File: src/rtl/scsi_regfront_pkg.sv
`timescale 1ns/1ps
package scsi_regfront_pkg;

    localparam int REG_SLOTS = 16;
    localparam int SLOT_W    = $clog2(REG_SLOTS);

    // slot indices
    localparam int SLOT_TC_LO   = 0;
    localparam int SLOT_TC_MID  = 1;
    localparam int SLOT_FIFO    = 2;
    localparam int SLOT_CMD     = 3;
    localparam int SLOT_STATUS  = 4;
    localparam int SLOT_IRQ     = 5;
    localparam int SLOT_STEP    = 6;
    localparam int SLOT_FLAGS   = 7;
    localparam int SLOT_CFG1    = 8;
    localparam int SLOT_CLKCONV = 9;
    localparam int SLOT_TEST    = 10;
    localparam int SLOT_CFG2    = 11;
    localparam int SLOT_CFG3    = 12;
    localparam int SLOT_TC_HI   = 14;

    // status bits
    localparam logic [7:0] STAT_INT = 8'h80;
    localparam logic [7:0] STAT_TC  = 8'h10;
    // interrupt bits
    localparam logic [7:0] INTR_BUSRST = 8'h80;
    localparam logic [7:0] INTR_ILLCMD = 8'h40;
    localparam logic [7:0] INTR_DISC   = 8'h20;
    localparam logic [7:0] INTR_BUSSVC = 8'h10;
    localparam logic [7:0] INTR_FDONE  = 8'h08;
    // config 1: reset-interrupt disable
    localparam int CFG1_RSTIRQ_OFF = 6;

    localparam logic [2:0] OWN_BUS_ID = 3'd7;
    localparam logic [2:0] PHASE_CMD  = 3'd2;

    typedef enum logic [2:0] {
        CK_NOP,
        CK_FLUSH,
        CK_CHIPRST,
        CK_BUSRST,
        CK_SETATN,
        CK_CLRATN,
        CK_SEQ,
        CK_ILLEGAL
    } cmd_kind_e;

    typedef struct packed {
        logic [REG_SLOTS-1:0][7:0] wo;     // write-side copies
        logic [23:0]               tc_rd;  // read-side transfer count
        logic [7:0]                stat;
        logic [7:0]                intr;
        logic [2:0]                step;
        logic                      atn;
        logic                      conn;
        logic                      ferr;
        logic                      start;
        logic [7:0]                start_cmd;
    } regs_t;

    function automatic regs_t regs_reset_value();
        regs_t r;
        r = '0;
        r.wo[SLOT_TC_HI]   = 8'h94;
        r.wo[SLOT_CLKCONV] = 8'h02;
        r.tc_rd            = {8'h94, 16'h0000};
        r.wo[SLOT_STEP]    = 8'h05;
        return r;
    endfunction

endpackage

File: src/rtl/scsi_addr_map.sv
`timescale 1ns/1ps
module scsi_addr_map
    import scsi_regfront_pkg::*;
#(
    parameter int ADDR_W = 8
) (
    input  logic              word_mode,
    input  logic [ADDR_W-1:0] addr,
    output logic [SLOT_W-1:0] slot,
    output logic              hit
);
    logic [ADDR_W-1:0] scaled;

    always_comb begin
        scaled = word_mode ? (addr >> 2) : addr;
        hit    = (scaled < ADDR_W'(REG_SLOTS));
        slot   = scaled[SLOT_W-1:0];
    end
endmodule

File: src/rtl/scsi_cmd_class.sv
`timescale 1ns/1ps
module scsi_cmd_class
    import scsi_regfront_pkg::*;
(
    input  logic [7:0] code,
    output cmd_kind_e  kind,
    output logic       dma
);
    always_comb begin
        dma = code[7];
        case (code[6:0])
            7'h00, 7'h44: kind = CK_NOP;
            7'h01:        kind = CK_FLUSH;
            7'h02:        kind = CK_CHIPRST;
            7'h03:        kind = CK_BUSRST;
            7'h1A:        kind = CK_SETATN;
            7'h1B:        kind = CK_CLRATN;
            7'h10, 7'h11, 7'h12, 7'h18,
            7'h41, 7'h42, 7'h43, 7'h46:
                          kind = CK_SEQ;
            default:      kind = CK_ILLEGAL;
        endcase
    end
endmodule

File: src/rtl/scsi_fifo.sv
`timescale 1ns/1ps
module scsi_fifo #(
    parameter int DEPTH = 16,
    parameter int W     = 8
) (
    input  logic                       clk,
    input  logic                       rst_n,
    input  logic                       push,
    input  logic                       pop,
    input  logic                       flush,
    input  logic [W-1:0]               wdata,
    output logic [W-1:0]               head,
    output logic [$clog2(DEPTH+1)-1:0] count,
    output logic                       full,
    output logic                       empty
);
    localparam int PTR_W = (DEPTH > 1) ? $clog2(DEPTH) : 1;
    localparam int CNT_W = $clog2(DEPTH+1);

    typedef struct packed {
        logic [DEPTH-1:0][W-1:0] mem;
        logic [PTR_W-1:0]        wp;
        logic [PTR_W-1:0]        rp;
        logic [CNT_W-1:0]        cnt;
    } fifo_t;

    fifo_t q, d;
    logic do_push, do_pop;

    function automatic logic [PTR_W-1:0] ptr_next(input logic [PTR_W-1:0] p);
        return (p == PTR_W'(DEPTH-1)) ? '0 : p + 1'b1;
    endfunction

    always_comb begin
        d       = q;
        do_push = push && !full;
        do_pop  = pop && !empty;
        if (flush) begin
            d.wp  = '0;
            d.rp  = '0;
            d.cnt = '0;
        end else begin
            if (do_push) begin
                d.mem[q.wp] = wdata;
                d.wp        = ptr_next(q.wp);
            end
            if (do_pop) begin
                d.rp = ptr_next(q.rp);
            end
            case ({do_push, do_pop})
                2'b10:   d.cnt = q.cnt + 1'b1;
                2'b01:   d.cnt = q.cnt - 1'b1;
                default: d.cnt = q.cnt;
            endcase
        end
    end

    always_ff @(posedge clk or negedge rst_n) begin
        if (!rst_n) q <= '0;
        else        q <= d;
    end

    assign head  = q.mem[q.rp];
    assign count = q.cnt;
    assign full  = (q.cnt == CNT_W'(DEPTH));
    assign empty = (q.cnt == '0);
endmodule

File: src/rtl/scsi_regfront.sv
`timescale 1ns/1ps
module scsi_regfront
    import scsi_regfront_pkg::*;
#(
    parameter int ADDR_W     = 8,
    parameter int FIFO_DEPTH = 16
) (
    input  logic              clk,
    input  logic              rst_n,
    input  logic              addr_mode,
    input  logic [ADDR_W-1:0] bus_addr,
    input  logic              bus_wr,
    input  logic              bus_rd,
    input  logic [7:0]        bus_wdata,
    output logic [7:0]        bus_rdata,
    output logic              irq,
    output logic              atn,
    output logic              connected,
    output logic              fifo_err,
    output logic              seq_start,
    output logic [7:0]        seq_cmd,
    output logic [2:0]        seq_target,
    input  logic              seq_done,
    input  logic              seq_fail,
    input  logic              seq_tc,
    input  logic [2:0]        seq_phase,
    input  logic [2:0]        seq_step,
    input  logic              seq_fifo_push,
    input  logic [7:0]        seq_fifo_wdata,
    input  logic              seq_fifo_pop,
    output logic [7:0]        seq_fifo_rdata
);
    localparam int CNT_W = $clog2(FIFO_DEPTH+1);

    regs_t q, d;

    logic [SLOT_W-1:0] map_idx;
    logic              map_hit;
    cmd_kind_e         cmd_kind;
    logic              cmd_dma;
    logic              wr_act, rd_act, bus_fifo;
    logic              f_push, f_pop, f_flush;
    logic [7:0]        f_wdata, fifo_head;
    logic [CNT_W-1:0]  fifo_cnt;
    logic              fifo_full, fifo_empty;

    scsi_addr_map #(.ADDR_W(ADDR_W)) u_map (
        .word_mode (addr_mode),
        .addr      (bus_addr),
        .slot      (map_idx),
        .hit       (map_hit)
    );

    scsi_cmd_class u_cls (
        .code (bus_wdata),
        .kind (cmd_kind),
        .dma  (cmd_dma)
    );

    scsi_fifo #(.DEPTH(FIFO_DEPTH), .W(8)) u_fifo (
        .clk   (clk),
        .rst_n (rst_n),
        .push  (f_push),
        .pop   (f_pop),
        .flush (f_flush),
        .wdata (f_wdata),
        .head  (fifo_head),
        .count (fifo_cnt),
        .full  (fifo_full),
        .empty (fifo_empty)
    );

    assign wr_act   = bus_wr && map_hit;
    assign rd_act   = bus_rd && !bus_wr && map_hit;
    assign bus_fifo = (wr_act || rd_act) && (map_idx == SLOT_W'(SLOT_FIFO));

    always_comb begin
        d       = q;
        d.start = 1'b0;
        f_push  = 1'b0;
        f_pop   = 1'b0;
        f_flush = 1'b0;
        f_wdata = seq_fifo_wdata;

        // queue access: the bus owns the queue in the cycle it touches slot 2
        if (bus_fifo) begin
            if (wr_act) begin
                if (fifo_full) d.ferr = 1'b1;
                else begin
                    f_push  = 1'b1;
                    f_wdata = bus_wdata;
                end
            end else if (fifo_empty) begin
                d.ferr = 1'b1;
            end else begin
                f_pop = 1'b1;
            end
        end else begin
            if (seq_fifo_push) begin
                if (fifo_full) d.ferr = 1'b1;
                else           f_push = 1'b1;
            end
            if (seq_fifo_pop) begin
                if (fifo_empty) d.ferr = 1'b1;
                else            f_pop  = 1'b1;
            end
        end

        // interrupt acknowledge by reading slot 5
        if (rd_act && map_idx == SLOT_W'(SLOT_IRQ) && q.stat[7]) begin
            d.intr = '0;
            d.step = '0;
            d.stat = {5'b0, PHASE_CMD};
        end

        // sequencer result
        if (seq_done) begin
            if (seq_fail) begin
                d.conn = 1'b0;
                d.intr = d.intr | INTR_DISC;
                d.stat = d.stat | STAT_INT;
                d.step = '0;
            end else begin
                d.conn = 1'b1;
                d.intr = d.intr | INTR_BUSSVC | INTR_FDONE;
                d.stat = {d.stat[7:3], seq_phase} | STAT_INT;
                d.step = seq_step;
                if (seq_tc) begin
                    d.stat        = d.stat | STAT_TC;
                    d.tc_rd[15:0] = '0;
                end
            end
        end

        // register writes and commands
        if (wr_act && map_idx != SLOT_W'(SLOT_FIFO)) begin
            d.wo[map_idx] = bus_wdata;
            if (map_idx == SLOT_W'(SLOT_CMD)) begin
                d.intr = d.intr & ~INTR_BUSRST;
                if (cmd_dma) begin
                    d.tc_rd = {q.wo[SLOT_TC_HI], q.wo[SLOT_TC_MID], q.wo[SLOT_TC_LO]};
                    d.stat  = d.stat & ~STAT_TC;
                end
                case (cmd_kind)
                    CK_NOP: ;
                    CK_FLUSH: f_flush = 1'b1;
                    CK_CHIPRST: begin
                        d       = regs_reset_value();
                        f_flush = 1'b1;
                    end
                    CK_BUSRST: begin
                        d.intr = d.intr | INTR_BUSRST | INTR_FDONE;
                        if (!q.wo[SLOT_CFG1][CFG1_RSTIRQ_OFF])
                            d.stat = d.stat | STAT_INT;
                        d.conn = 1'b0;
                    end
                    CK_SETATN: d.atn = 1'b1;
                    CK_CLRATN: d.atn = 1'b0;
                    CK_SEQ: begin
                        d.start     = 1'b1;
                        d.start_cmd = bus_wdata;
                    end
                    default: begin
                        d.intr = d.intr | INTR_ILLCMD;
                        d.stat = d.stat | STAT_INT;
                    end
                endcase
            end
        end
    end

    always_ff @(posedge clk or negedge rst_n) begin
        if (!rst_n) q <= regs_reset_value();
        else        q <= d;
    end

    // read-side multiplexer
    always_comb begin
        bus_rdata = '0;
        if (rd_act) begin
            case (map_idx)
                SLOT_W'(SLOT_TC_LO):   bus_rdata = q.tc_rd[7:0];
                SLOT_W'(SLOT_TC_MID):  bus_rdata = q.tc_rd[15:8];
                SLOT_W'(SLOT_TC_HI):   bus_rdata = q.tc_rd[23:16];
                SLOT_W'(SLOT_FIFO):    bus_rdata = fifo_empty ? 8'h00 : fifo_head;
                SLOT_W'(SLOT_STATUS):  bus_rdata = q.stat;
                SLOT_W'(SLOT_IRQ):     bus_rdata = q.intr;
                SLOT_W'(SLOT_STEP):    bus_rdata = {5'b0, q.step};
                SLOT_W'(SLOT_FLAGS):   bus_rdata = {q.step, 5'(fifo_cnt)};
                SLOT_W'(SLOT_CFG1):    bus_rdata = {q.wo[SLOT_CFG1][7:3], OWN_BUS_ID};
                SLOT_W'(SLOT_CMD),
                SLOT_W'(SLOT_CLKCONV),
                SLOT_W'(SLOT_TEST),
                SLOT_W'(SLOT_CFG2),
                SLOT_W'(SLOT_CFG3):    bus_rdata = q.wo[map_idx];
                default:               bus_rdata = '0;
            endcase
        end
    end

    assign irq            = q.stat[7];
    assign atn            = q.atn;
    assign connected      = q.conn;
    assign fifo_err       = q.ferr;
    assign seq_start      = q.start;
    assign seq_cmd        = q.start_cmd;
    assign seq_target     = q.wo[SLOT_STATUS][2:0];
    assign seq_fifo_rdata = fifo_empty ? 8'h00 : fifo_head;
endmodule

File: config.mk
export PLATFORM = sky130hd
export DESIGN_NAME = scsi_regfront
export DESIGN_NICKNAME = d
export VERILOG_FILES = /design/src/rtl/scsi_regfront_pkg.sv /design/src/rtl/scsi_addr_map.sv /design/src/rtl/scsi_cmd_class.sv /design/src/rtl/scsi_fifo.sv /design/src/rtl/scsi_regfront.sv
export SDC_FILE = /design/constraint.sdc
export NUM_CORES = 1
export LEC_CHECK = 0
export CAP_MARGIN = 40
export CORE_ASPECT_RATIO = 0.75
export CORE_MARGIN = 2
export CORE_UTILIZATION = 50
export CTS_BUF_LIST = sky130_fd_sc_hd__clkbuf_4 sky130_fd_sc_hd__clkbuf_8 sky130_fd_sc_hd__clkbuf_16
export DETAILED_ROUTE_END_ITERATION = 6
export DONT_BUFFER_PORTS = 1
export GPL_TIMING_DRIVEN = 0
export PLACE_DENSITY = 0.64
export SLEW_MARGIN = 20
export SYNTH_ARGS = -nofsm -noshare
export SYNTH_HDL_FRONTEND = slang
export SYNTH_HIERARCHICAL = 1
export SYNTH_SLANG_ARGS = --single-unit
File: constraint.sdc
create_clock -name clk -period 2.98 [get_ports clk]
set_input_delay 0.596 -clock clk [delete_from_list [all_inputs] [get_ports clk]]
set_output_delay 0.596 -clock clk [all_outputs]
set_load 0.05 [all_outputs]
==> results of run 1 <==
-- flip-flops by register name, summed over array words and instances, names as in the netlist --
register      cells
seq_start         1
seq_target        3
seq_cmd           8
u_fifo/q        136
connected         1
u_fifo/count      5
atn               1
irq               1
q               132
fifo_err          1
-- worst max path at each step --
stage                            startpoint                           to  slack (ns)  depth (start not counted)
finish              u_fifo/q[5]$_DFFE_PN0P_                 bus_rdata[1]       -1.09                          9
global route        u_fifo/q[5]$_DFFE_PN0P_                 bus_rdata[2]       -1.14                         10
CTS                 u_fifo/q[5]$_DFFE_PN0P_                 bus_rdata[5]       -1.09                         10
detailed placement                addr_mode     u_fifo/q[27]$_DFFE_PN0P_       -1.24                         10
global placement                  addr_mode     u_fifo/q[39]$_DFFE_PN0P_       -1.51                         10
floorplan                         addr_mode  u_fifo/count[2]$_DFFE_PN0P_       -0.41                         16
-- routing by layer --
layer  vias up  wire (um)
met1      5815      21700
met2       537      18600
met5         -          0
met3        74       5550
li1       4785          -
met4         0       1180
-- cell families after synthesis --
group                    count (synthesis)  share of synthesized area [%]
AO/OA/AOI/OAI                          257                           10.8
XOR/XNOR                                 3                          0.177
adder cells (fa/ha/maj)                  7                          0.591
buffers and inverters                  137                           4.54
flip-flops                             289                           48.9
multiplexers                           248                           23.1
AND/OR/NAND/NOR                        334                           11.9
-- cells in the mapped netlist, types with 3 or more instances --
master | number | area share, %
buf_1 | 4 | 0.10
nor2_2 | 5 | 0.21
nor3b_1 | 3 | 0.15
a22oi_1 | 9 | 0.46
o22ai_1 | 5 | 0.21
nand2_1 | 124 | 3.1
o211ai_1 | 6 | 0.30
nand2b_1 | 10 | 0.42
nor2_1 | 63 | 1.6
mux4_2 | 60 | 9.1
nand3_4 | 6 | 0.71
nor3_1 | 9 | 0.30
a32o_1 | 3 | 0.20
buf_2 | 42 | 1.4
buf_6 | 5 | 0.38
ha_1 | 7 | 0.59
o31ai_1 | 3 | 0.15
a211oi_1 | 9 | 0.46
and3_1 | 24 | 1.0
a21oi_1 | 79 | 2.7
a31oi_1 | 8 | 0.34
mux2_1 | 4 | 0.30
and2_1 | 14 | 0.59
clkbuf_1 | 58 | 1.5
xor2_1 | 3 | 0.18
nor2b_1 | 19 | 0.80
mux2i_1 | 43 | 2.9
o32ai_1 | 3 | 0.18
dfrtp_1 | 281 | 47
nand3_1 | 28 | 0.95
a22o_1 | 26 | 1.5
o22a_1 | 3 | 0.18
nand3b_1 | 3 | 0.15
mux2_2 | 141 | 11
buf_4 | 18 | 0.91
o21ai_0 | 78 | 2.6
dfstp_2 | 8 | 1.4
inv_1 | 10 | 0.25
-- power breakdown --
part	total, mW	switching, mW	leakage, nW	internal (mW)
clock network	4.26	1.69	0.558	2.56
logic	5.90	3.01	3.43	2.89
registers	5.67	0.683	3.71	4.99
-- stage by stage --
| step | instance area, um^2 | setup TNS (ns) |
|---|---|---|
| 2_1_floorplan | 15100 | -28.35 |
| 3_3_place_gp | 15600 | -196.06 |
| 3_5_place_dp | 15600 | -169.96 |
| 4_1_cts | 17100 | -10.55 |
| 5_1_grt | 17400 | -11.66 |
| 6_report | 17400 | -10.75 |
-- area by class of cell --
class                   instances  area [um^2]  area share, %
diodes                          2         5.00         0.0287
multi-input cells             849         7320           42.0
plain buffers                 123          731           4.20
clock inverters                16          231           1.33
clock buffers                  41          901           5.17
inverters                      10         50.0          0.287
well taps                     392          490           2.82
flip-flops and latches        289         7250           41.6
repair buffers                 49          442           2.54
-- timing repair --
| action | in CTS | in global routing |
|---|---|---|
| gates resized for setup | 54 | 34 |
| gates cloned | 0 | 0 |
| hold endpoints to repair | 289 | 281 |
| pin swaps | 16 | 19 |
| setup buffers | 18 | 29 |
| endpoints found under the setup margin | 157 | 182 |
-- worst reg2reg max path, delay by kind of cell (launching register included) --
kind	cells	cell delay (ns)
and+or+nand+nor	6	1.27
DFF	1	0.45
AOI/OAI and AO/OA	3	0.40
adders and majority gates	1	0.29
buffers and inverters	2	0.21
xor gates and xnor gates	1	0.16
==> summary.txt, run 1 <==
Skew-Pair Late Insertion Delay: 0.59 ns
GP Congestion: 0.945
Worst setup EP type: primary output
Clock Sinks: 289
Most used DFF post-synth: dfrtp_1
final std cells w/o fill: 1771
Crit Reg-Reg Startpoint: u_fifo/count[2]$_DFFE_PN0P_
Filler Cell Count: 2355
Worst-path clk slew: 0.06 ns
Hold Worst Slack: -0.287 ns
total power: 15.8 mW
post-synthesis async set-or-reset flop share: 100%
syn_nets: 1322
met1 global-route usage: 48.2%
leading cell type in the layout, fill and taps excluded: dfrtp_1
unrepaired setup endpoints after global routing: true
vias in the first global route: 10787
initial antenna violation count: 0
Mapped Cells: 1275
Post-DP HPWL: 32.6 mm
die area: 31000 um^2
Routed WL: 47.1 mm
max_slew headroom: 43.9%
violations in the final reports: hold timing, setup timing
fin crit period: 4.07 ns
Netlist cell types: 78
DR WL/cell: 26.6 um
Worst Path Required: 2.38 ns
clk root buf: clkbuf_16
FP Rows: 54
Setup crit start kind: register
number of synthesis warnings: 6
delay-heaviest family, CP: multiplexers
first-pass GRT wire length: 69.9 mm
Mapped Area: 14800 um^2
clock buffer depth: 3
busiest layer in global routing: met1
Fmax: 246 MHz
dpl ws: -1.24 ns
1st-pass router iterations: 5
Via-to-Cell Ratio: 6.33
outcome: complete, but fails checks
slowest CP cell: mux4_2
Crit path largest cell delay: 0.56 ns
leakage dissipation: 7.70 nW
antenna-violating nets left: 0
sequential-to-total area share from yosys stat: 48.9%
Setup-failing EPs final: 16
pwr dens: 909 nW/um^2
Die H: 153 um
FF+latch count, synth: 289
worst setup margin: -1.09 ns
leading cell types in the layout, fill and taps excluded: dfrtp_1 (278), mux2_2 (142), nand2_1 (124)
worst slew pin tran: 0.842 ns
Worst Clk Skew: 0.00949 ns
via count: 11211
area growth from synthesis to final layout: 17.6%
Tcrit/Tclk final: 137%
H-tree depth: 1
I/O Buffers: 0
CTS tree: yes
Core ar.: 29100 um^2
Post-synth EDFFs: 0
# IOs: 72
total CTS buffers: 31
max-cap violations: 0
critical-path cell list: buf_12 -> buf_12 -> buf_6 -> mux4_2 -> mux4_2 -> nor2b_4 -> a311oi_2 -> o221ai_2 -> a22o_4
Data arrival, critical path: 3.47 ns
Slew Viols, Final: 0
GR Util All Layers: 30.4%
DRC: 0
pin count of the biggest net entering global routing: 290
Buf/Inv on CP: 3
Worst R2R Setup Slack: 0.12 ns
Initial Utilization: 50.9%
total placed cells including tap cells: 1668
share of layout cells above drive strength 1: 34.3%
Worst Path Max Fanout: 6
post-layout util: 59.8%
Crit Path Class: register to primary output
Die W: 203 um
Peak VDD IR: 0.435 mV
class of the worst hold path: input port to async pin
Starting DRT DRC Count: 1244
met3 GRT Util: 11.3%
syn_area_per_cell: 11.6 um^2
FF-to-FF End: u_fifo/count[4]$_DFFE_PN0P_
GR met2 Demand/Resource: 38.6%
worst r2r path cells: 13
Hold Vio Cnt, Final: 284
grt total ovfl: 0
nets: 1400
(Power assumes the default switching activity.)
==> run 2, diff against run 1 <==
--- a/config.mk
+++ b/config.mk
@@ -13,7 +13,8 @@
 export DETAILED_ROUTE_END_ITERATION = 6
 export DONT_BUFFER_PORTS = 1
 export GPL_TIMING_DRIVEN = 0
-export PLACE_DENSITY = 0.64
+export PLACE_DENSITY = 0.61
+export REMOVE_ABC_BUFFERS = 1
 export SLEW_MARGIN = 20
 export SYNTH_ARGS = -nofsm -noshare
 export SYNTH_HDL_FRONTEND = slang
==> constraint.sdc (replaced) <==
create_clock -name clk -period 5.1 [get_ports clk]
set_input_delay 1.02 -clock clk [delete_from_list [all_inputs] [get_ports clk]]
set_output_delay 1.02 -clock clk [all_outputs]
set_load 0.05 [all_outputs]
==> run 2 against run 1 <==
Compared with the run above:
- the run now ends clean
- cell count is 8.4% lower
- sequential share of layout area is 3.4 points higher
- die area stayed put
- register-to-register slack better by 1.4 ns
- clock power is 48% lower
- non-clock buffer count is 146 lower
- core utilization is 4.5 points lower
- power is 47% lower
- global-route usage is 3.4 points lower
- clock skew is 0.0092 ns higher
- wire length is 12% lower
- first-iteration DRC count is 23% lower
==> summary.txt, run 2 (same netlist as run 1, synthesis figures left out) <==
vias in the first global route: 10048 (-6.9%)
Filler Cell Count: 2449 (+4.0%)
total placed cells including tap cells: 1561 (-6.4%)
FP Rows: 54 (unchanged)
Multi-input gate area: 6950 um^2 (-5.0%)
most frequent CP cell: mux4_2
Crit Path Class: register to primary output
fin crit period: 4.98 ns
max FFs per register: 136 (unchanged)
die area: 31000 um^2 (unchanged)
via count: 10339 (-7.8%)
Fmax: 201 MHz
leakage dissipation: 7.08 nW (-8.1%)
H-tree depth: 1 (unchanged)
GR Util All Layers: 27.0% (-3.4 points)
1st-pass router iterations: 5 (unchanged)
Tcrit/Tclk final: 97.7%
Worst-path clk slew: 0.06 ns (about the same)
delay-heaviest family, CP: multiplexers
first-pass GRT wire length: 63.6 mm (-9.0%)
Setup TNS: 0 ns (+10.75 ns)
pin count of the biggest net entering global routing: 290 (unchanged)
Setup-failing EPs final: 0 (-16)
critical path depth: 9 (unchanged)
post-layout util: 55.3% (-4.5 points)
worst r2r path cells: 12 (-1)
GP Congestion: 0.974 (+3.1%)
Worst Clk Skew: 0.0187 ns (+0.00917 ns)
max_slew headroom: 41.2% (-2.7 points)
Slew Viols, Final: 0 (unchanged)
Initial Utilization: 50.9% (unchanged)
share of layout cells above drive strength 1: 27.6% (-6.7 points)
Die W: 203 um (unchanged)
final std cells w/o fill: 1622 (-8.4%)
# IOs: 72 (unchanged)
Core ar.: 29100 um^2 (unchanged)
Setup crit start kind: register
CTS tree: yes
class of the worst hold path: input port to async pin
antenna-violating nets left: 0 (unchanged)
Starting DRT DRC Count: 960 (-23%)
worst slew pin tran: 0.881 ns (+0.0392 ns)
DRC: 0 (unchanged)
Via-to-Cell Ratio: 6.37 (+0.69%)
Skew-Pair Late Insertion Delay: 0.58 ns (about the same)
Worst Path Required: 4.08 ns (+1.70 ns)
grt total ovfl: 0 (unchanged)
Worst Path Max Fanout: 33 (+27)
max-cap violations: 0 (unchanged)
Data arrival, critical path: 3.96 ns (+0.49 ns)
leading cell type in the layout, fill and taps excluded: dfrtp_1
Hold Vio Cnt, Final: 0 (-100%)
pwr dens: 519 nW/um^2 (-43%)
clock buffer depth: 3 (unchanged)
Buf/Inv on CP: 2 (-1)
Die H: 153 um (unchanged)
outcome: finished clean
clk root buf: clkbuf_16
ant diodes: 0 (-2)
initial antenna violation count: 0 (unchanged)
critical-path cell list: buf_16 -> mux4_2 -> mux4_2 -> nor2b_2 -> a22oi_1 -> nor3_1 -> a2111oi_1 -> o22ai_1 -> buf_4
Worst setup EP type: primary output
Routed WL: 41.2 mm (-12%)
Post-DP HPWL: 27.3 mm (-16%)
nets: 1253 (-11%)
register bank with the most flops: u_fifo/q
FF+latch area: 7250 um^2 (about the same)
area growth from synthesis to final layout: 8.72%
leading cell types in the layout, fill and taps excluded: dfrtp_1 (279), mux2_2 (144), nand2_1 (124)
slowest CP cell: mux4_2
Clock Sinks: 289 (unchanged)
I/O Buffers: 0 (unchanged)
DR WL/cell: 25.4 um (-4.4%)
Peak VDD IR: 0.459 mV (+5.6%)
total CTS buffers: 30 (-3.2%)
Crit path largest cell delay: 0.60 ns (+0.04 ns)
unrepaired setup endpoints after global routing: false
run 2: cell types whose count changed in the layout (fill, tap and decap cells not counted), moves of 5 or more:
cell / delta
buf_2: -31
o22ai_4: -5
nor2b_4: -8
clkbuf_2: -5
clkbuf_1: -47
buf_4: -43
o22ai_1: +5
nor2_1: +7
nor2b_2: +8
buf_6: -12
nor2_4: -5
run 2: repair_timing:
action	4_1_cts	5_1_grt
gates resized for setup	0	2
setup endpoints to repair	0	35
buffers inserted	0	0
hold buffers	0	0
run 2: path summary, 6_finish.rpt:
check                                       startpoint                     endpoint  slack [ns]
max in group asynchronous                        rst_n           q[171]$_DFFE_PN1P_        4.57
max                            u_fifo/q[5]$_DFFE_PN0P_                 bus_rdata[0]        0.12
min                                              rst_n     u_fifo/q[75]$_DFFE_PN0P_        0.14
min reg2reg                          q[86]$_DFFE_PN0P_            q[86]$_DFFE_PN0P_        0.46
max reg2reg                u_fifo/count[2]$_DFFE_PN0P_  u_fifo/count[4]$_DFFE_PN0P_        1.56
min in group clk                     q[86]$_DFFE_PN0P_            q[86]$_DFFE_PN0P_        0.46
run 2: area by class of cell:
class / count / share of cell area (%)
well taps: 392 / 3.05
multi-input cells: 849 / 43.2
inverters: 10 / 0.233
clock buffers: 47 / 5.80
repair buffers: 26 / 2.23
flip-flops and latches: 289 / 45.0
clock inverters: 9 / 0.505
run 2: power by group:
group          switching [mW]  leakage (nW)  internal, mW
Combinational            1.42          2.84          1.30
Sequential              0.493          3.71          2.92
Clock                   0.920         0.520          1.31
Total                    2.83          7.08          5.53
run 2: layer usage:
| metal | GRT usage, % | wire [um] | up-vias | share of wire [%] |
|---|---|---|---|---|
| met5 | 0 | 0 | - | 0 |
| met4 | 5.42 | 725 | 0 | 1.8 |
| met3 | 7.53 | 4100 | 49 | 9.9 |
| met2 | 37.5 | 17500 | 437 | 43 |
| met1 | 42.0 | 18900 | 5361 | 46 |
| li1 | - | - | 4492 | - |
run 2: per-stage QoR:
stage | hold WS, ns | total power [mW] | setup slack [ns] | area, um^2
6_report | 0.143 | 8.36 | 0.115 | 16100
5_1_grt | 0.111 | 8.74 | 0.0193 | 16100
4_1_cts | 0.118 | 8.37 | 0.0687 | 16100
3_5_place_dp | 0.453 | 6.11 | -0.241 | 15000
3_3_place_gp | 0.447 | 5.97 | -3.76 | 14700
2_1_floorplan | 0.433 | 5.32 | -0.484 | 14200
==> run 3, diff against run 2 <==
--- a/config.mk
+++ b/config.mk
@@ -6,7 +6,6 @@
 export NUM_CORES = 1
 export LEC_CHECK = 0
 export CAP_MARGIN = 40
-export CORE_ASPECT_RATIO = 0.75
 export CORE_MARGIN = 2
 export CORE_UTILIZATION = 50
 export CTS_BUF_LIST = sky130_fd_sc_hd__clkbuf_4 sky130_fd_sc_hd__clkbuf_8 sky130_fd_sc_hd__clkbuf_16
==> constraint.sdc (replaced) <==
create_clock -name clk -period 5.1 [get_ports clk]
set_input_delay 0.765 -clock clk [delete_from_list [all_inputs] [get_ports clk]]
set_output_delay 0.765 -clock clk [all_outputs]
set_load 0.05 [all_outputs]
==> run 3 against run 2 <==
Compared with the run above:
- clock-buffer cell count is 9 higher
- design area is 1.1% higher
- worst setup slack better by 0.32 ns
- clock skew is 0.0029 ns lower
- sequential cell count stayed put
- sequential power hardly changed
==> summary.txt, run 3 (same netlist as run 1, synthesis figures left out) <==
grt total ovfl: 0 (unchanged)
nets: 1258 (+0.40%)
Clock Sinks: 289 (unchanged)
Int Pwr: 5.72 mW (+3.5%)
Tcrit/Tclk final: 91.5% (-6.3 points)
clock buffer depth: 3 (unchanged)
Post-DP HPWL: 25.3 mm (-7.2%)
Worst-path clk slew: 0.06 ns (about the same)
CTS tree: yes
Core ar.: 29400 um^2 (+0.97%)
Setup-failing EPs final: 0 (unchanged)
Die W: 176 um (-13%)
Seq pwr share: 39.8% (-1.0 points)
GR Util All Layers: 25.5% (-1.4 points)
Via-to-Cell Ratio: 6.23 (-2.3%)
Setup crit start kind: register
slowest CP cell: or4_4
Slew Viols, Final: 0 (unchanged)
pwr dens: 523 nW/um^2 (+0.67%)
total CTS buffers: 34 (+13%)
Crit path largest cell delay: 0.67 ns (+0.07 ns)
H-tree depth: 2 (+1)
Hold Vio Cnt, Final: 0 (unchanged)
GP Congestion: 0.847 (-13%)
Crit Path Class: register to primary output
initial antenna violation count: 2 (+2)
Worst setup EP type: primary output
I/O Buffers: 0 (unchanged)
unrepaired setup endpoints after global routing: false
pin count of the biggest net entering global routing: 290 (unchanged)
FP Rows: 63 (+17%)
outcome: finished clean
max-cap violations: 0 (unchanged)
DR WL/cell: 24.1 um (-5.2%)
leakage dissipation: 7.16 nW (+1.1%)
Worst Path Max Fanout: 13 (-61%)
area growth from synthesis to final layout: 9.87%
share of layout cells above drive strength 1: 27.7% (+0.11 points)
1st-pass router iterations: 5 (unchanged)
Filler Cell Count: 2515 (+2.7%)
worst setup margin: 0.434 ns (+0.319 ns)
post-cts gate resize count: 0 (unchanged)
Skew-Pair Late Insertion Delay: 0.51 ns (-0.07 ns)
die area: 31000 um^2 (about the same)
Post-CTS Setup Inserts: 0 (unchanged)
vias in the first global route: 10187 (+1.4%)
critical-path cell list: or4_4 -> nor2_2 -> nor2b_2 -> a22o_1 -> a311oi_1 -> o22ai_1 -> buf_4
# IOs: 72 (unchanged)
clk root buf: clkbuf_16
total placed cells including tap cells: 1560 (-0.064%)
Clk pwr share: 28.8% (+2.2 points)
Fmax: 214 MHz (+6.8%)
leading cell type in the layout, fill and taps excluded: dfrtp_1
fin crit period: 4.67 ns (-0.319 ns)
Sw Pwr: 2.79 mW (-1.6%)
class of the worst hold path: input port to async pin
leading cell types in the layout, fill and taps excluded: dfrtp_1 (279), mux2_2 (144), nand2_1 (124)
DRC: 0 (unchanged)
max_slew headroom: 45.3% (+4.1 points)
final std cells w/o fill: 1627 (+0.31%)
first-pass GRT wire length: 61.1 mm (-3.9%)
max FFs per register: 136 (unchanged)
Initial Utilization: 50.4% (-0.49 points)
Peak VDD IR: 0.286 mV (-38%)
register bank with the most flops: u_fifo/q
Setup TNS: 0 ns (unchanged)
Die H: 176 um (+15%)
Sw Share: 32.8% (-1.1 points)
Worst Clk Skew: 0.0157 ns (-0.00292 ns)
antenna-violating nets left: 0 (unchanged)
via count: 10132 (-2.0%)
worst slew pin tran: 0.818 ns (-0.0627 ns)
Data arrival, critical path: 3.90 ns (-0.06 ns)
Routed WL: 39.2 mm (-4.9%)
Comb power frac: 31.5% (-1.1 points)
Worst Path Required: 4.34 ns (+0.26 ns)
Starting DRT DRC Count: 835 (-13%)
dpl ws: -0.0429 ns (+0.198 ns)
-- run 3: changes by cell type in the layout (fill, tap and decap cells not counted), sizes merged --
cell	previous run	this run
dlymetal6s2s	0	1
diode	0	1
clkinv	8	3
inv	10	11
clkbuf	47	56
-- run 3: final cells by class --
type | count | area (um^2) | area share [%]
Sequential cell | 289 | 7250 | 44.5
Multi-Input combinational cell | 849 | 6950 | 42.7
Clock buffer | 56 | 1080 | 6.66
Tap cell | 390 | 488 | 3.00
Timing Repair Buffer | 27 | 415 | 2.55
Clock inverter | 5 | 53.8 | 0.331
Inverter | 10 | 37.5 | 0.231
Antenna cell | 1 | 2.50 | 0.0154
-- run 3: worst max-delay path, delay by kind of cell (launching register included) --
kind                   cells  cell delay [ns]
AOI/OAI and AO/OA          3             0.96
buffers and inverters      1             0.23
DFF                        1             0.49
and+or+nand+nor            3             1.68
-- run 3: per-stage QoR --
stage / instance area (um^2) / total power [mW] / hold slack (ns) / utilization [%]
after floorplan: 14200 / 5.32 / 0.433 / -
after global placement: 14700 / 5.88 / 0.449 / 49.9
after detailed placement: 15000 / 6.04 / 0.461 / 51.2
after CTS: 16200 / 8.52 / -0.0503 / 55.0
after global routing: 16300 / 8.92 / 0.0807 / 55.4
final: 16300 / 8.50 / 0.102 / 55.4
-- run 3: power groups by stage --
| stage | clock, mW | combinational, mW | sequential [mW] |
|---|---|---|---|
| after detailed placement | 0 | 2.62 | 3.41 |
| after floorplan | 0 | 1.99 | 3.33 |
| after global placement | 0 | 2.39 | 3.49 |
| after global routing | 2.60 | 2.86 | 3.46 |
| final | 2.45 | 2.68 | 3.38 |
| after CTS | 2.50 | 2.64 | 3.38 |
-- run 3: final timing paths --
kind,to,slack [ns],cells after the start,startpoint
worst min-delay path,q[171]$_DFFE_PN1P_,0.10,0,rst_n
worst max register to register,u_fifo/count[4]$_DFFE_PN0P_,1.41,11,u_fifo/count[2]$_DFFE_PN0P_
min in group clk,q[171]$_DFFE_PN1P_,0.37,2,bus_wdata[4]
worst max-delay path,bus_rdata[6],0.43,7,u_fifo/count[2]$_DFFE_PN0P_
worst min register to register,q[83]$_DFFE_PN0P_,0.47,2,q[83]$_DFFE_PN0P_
max in group asynchronous,u_fifo/q[5]$_DFFE_PN0P_,4.24,1,rst_n
-- run 3: routing by layer --
metal / vias up / GRT usage [%] / share of wire, %
li1: 4505 / - / -
met1: 5243 / 34.7 / 42
met2: 313 / 41.9 / 49
met3: 69 / 3.92 / 5.4
met4: 2 / 9.37 / 3.2
met5: - / 0 / 0.033
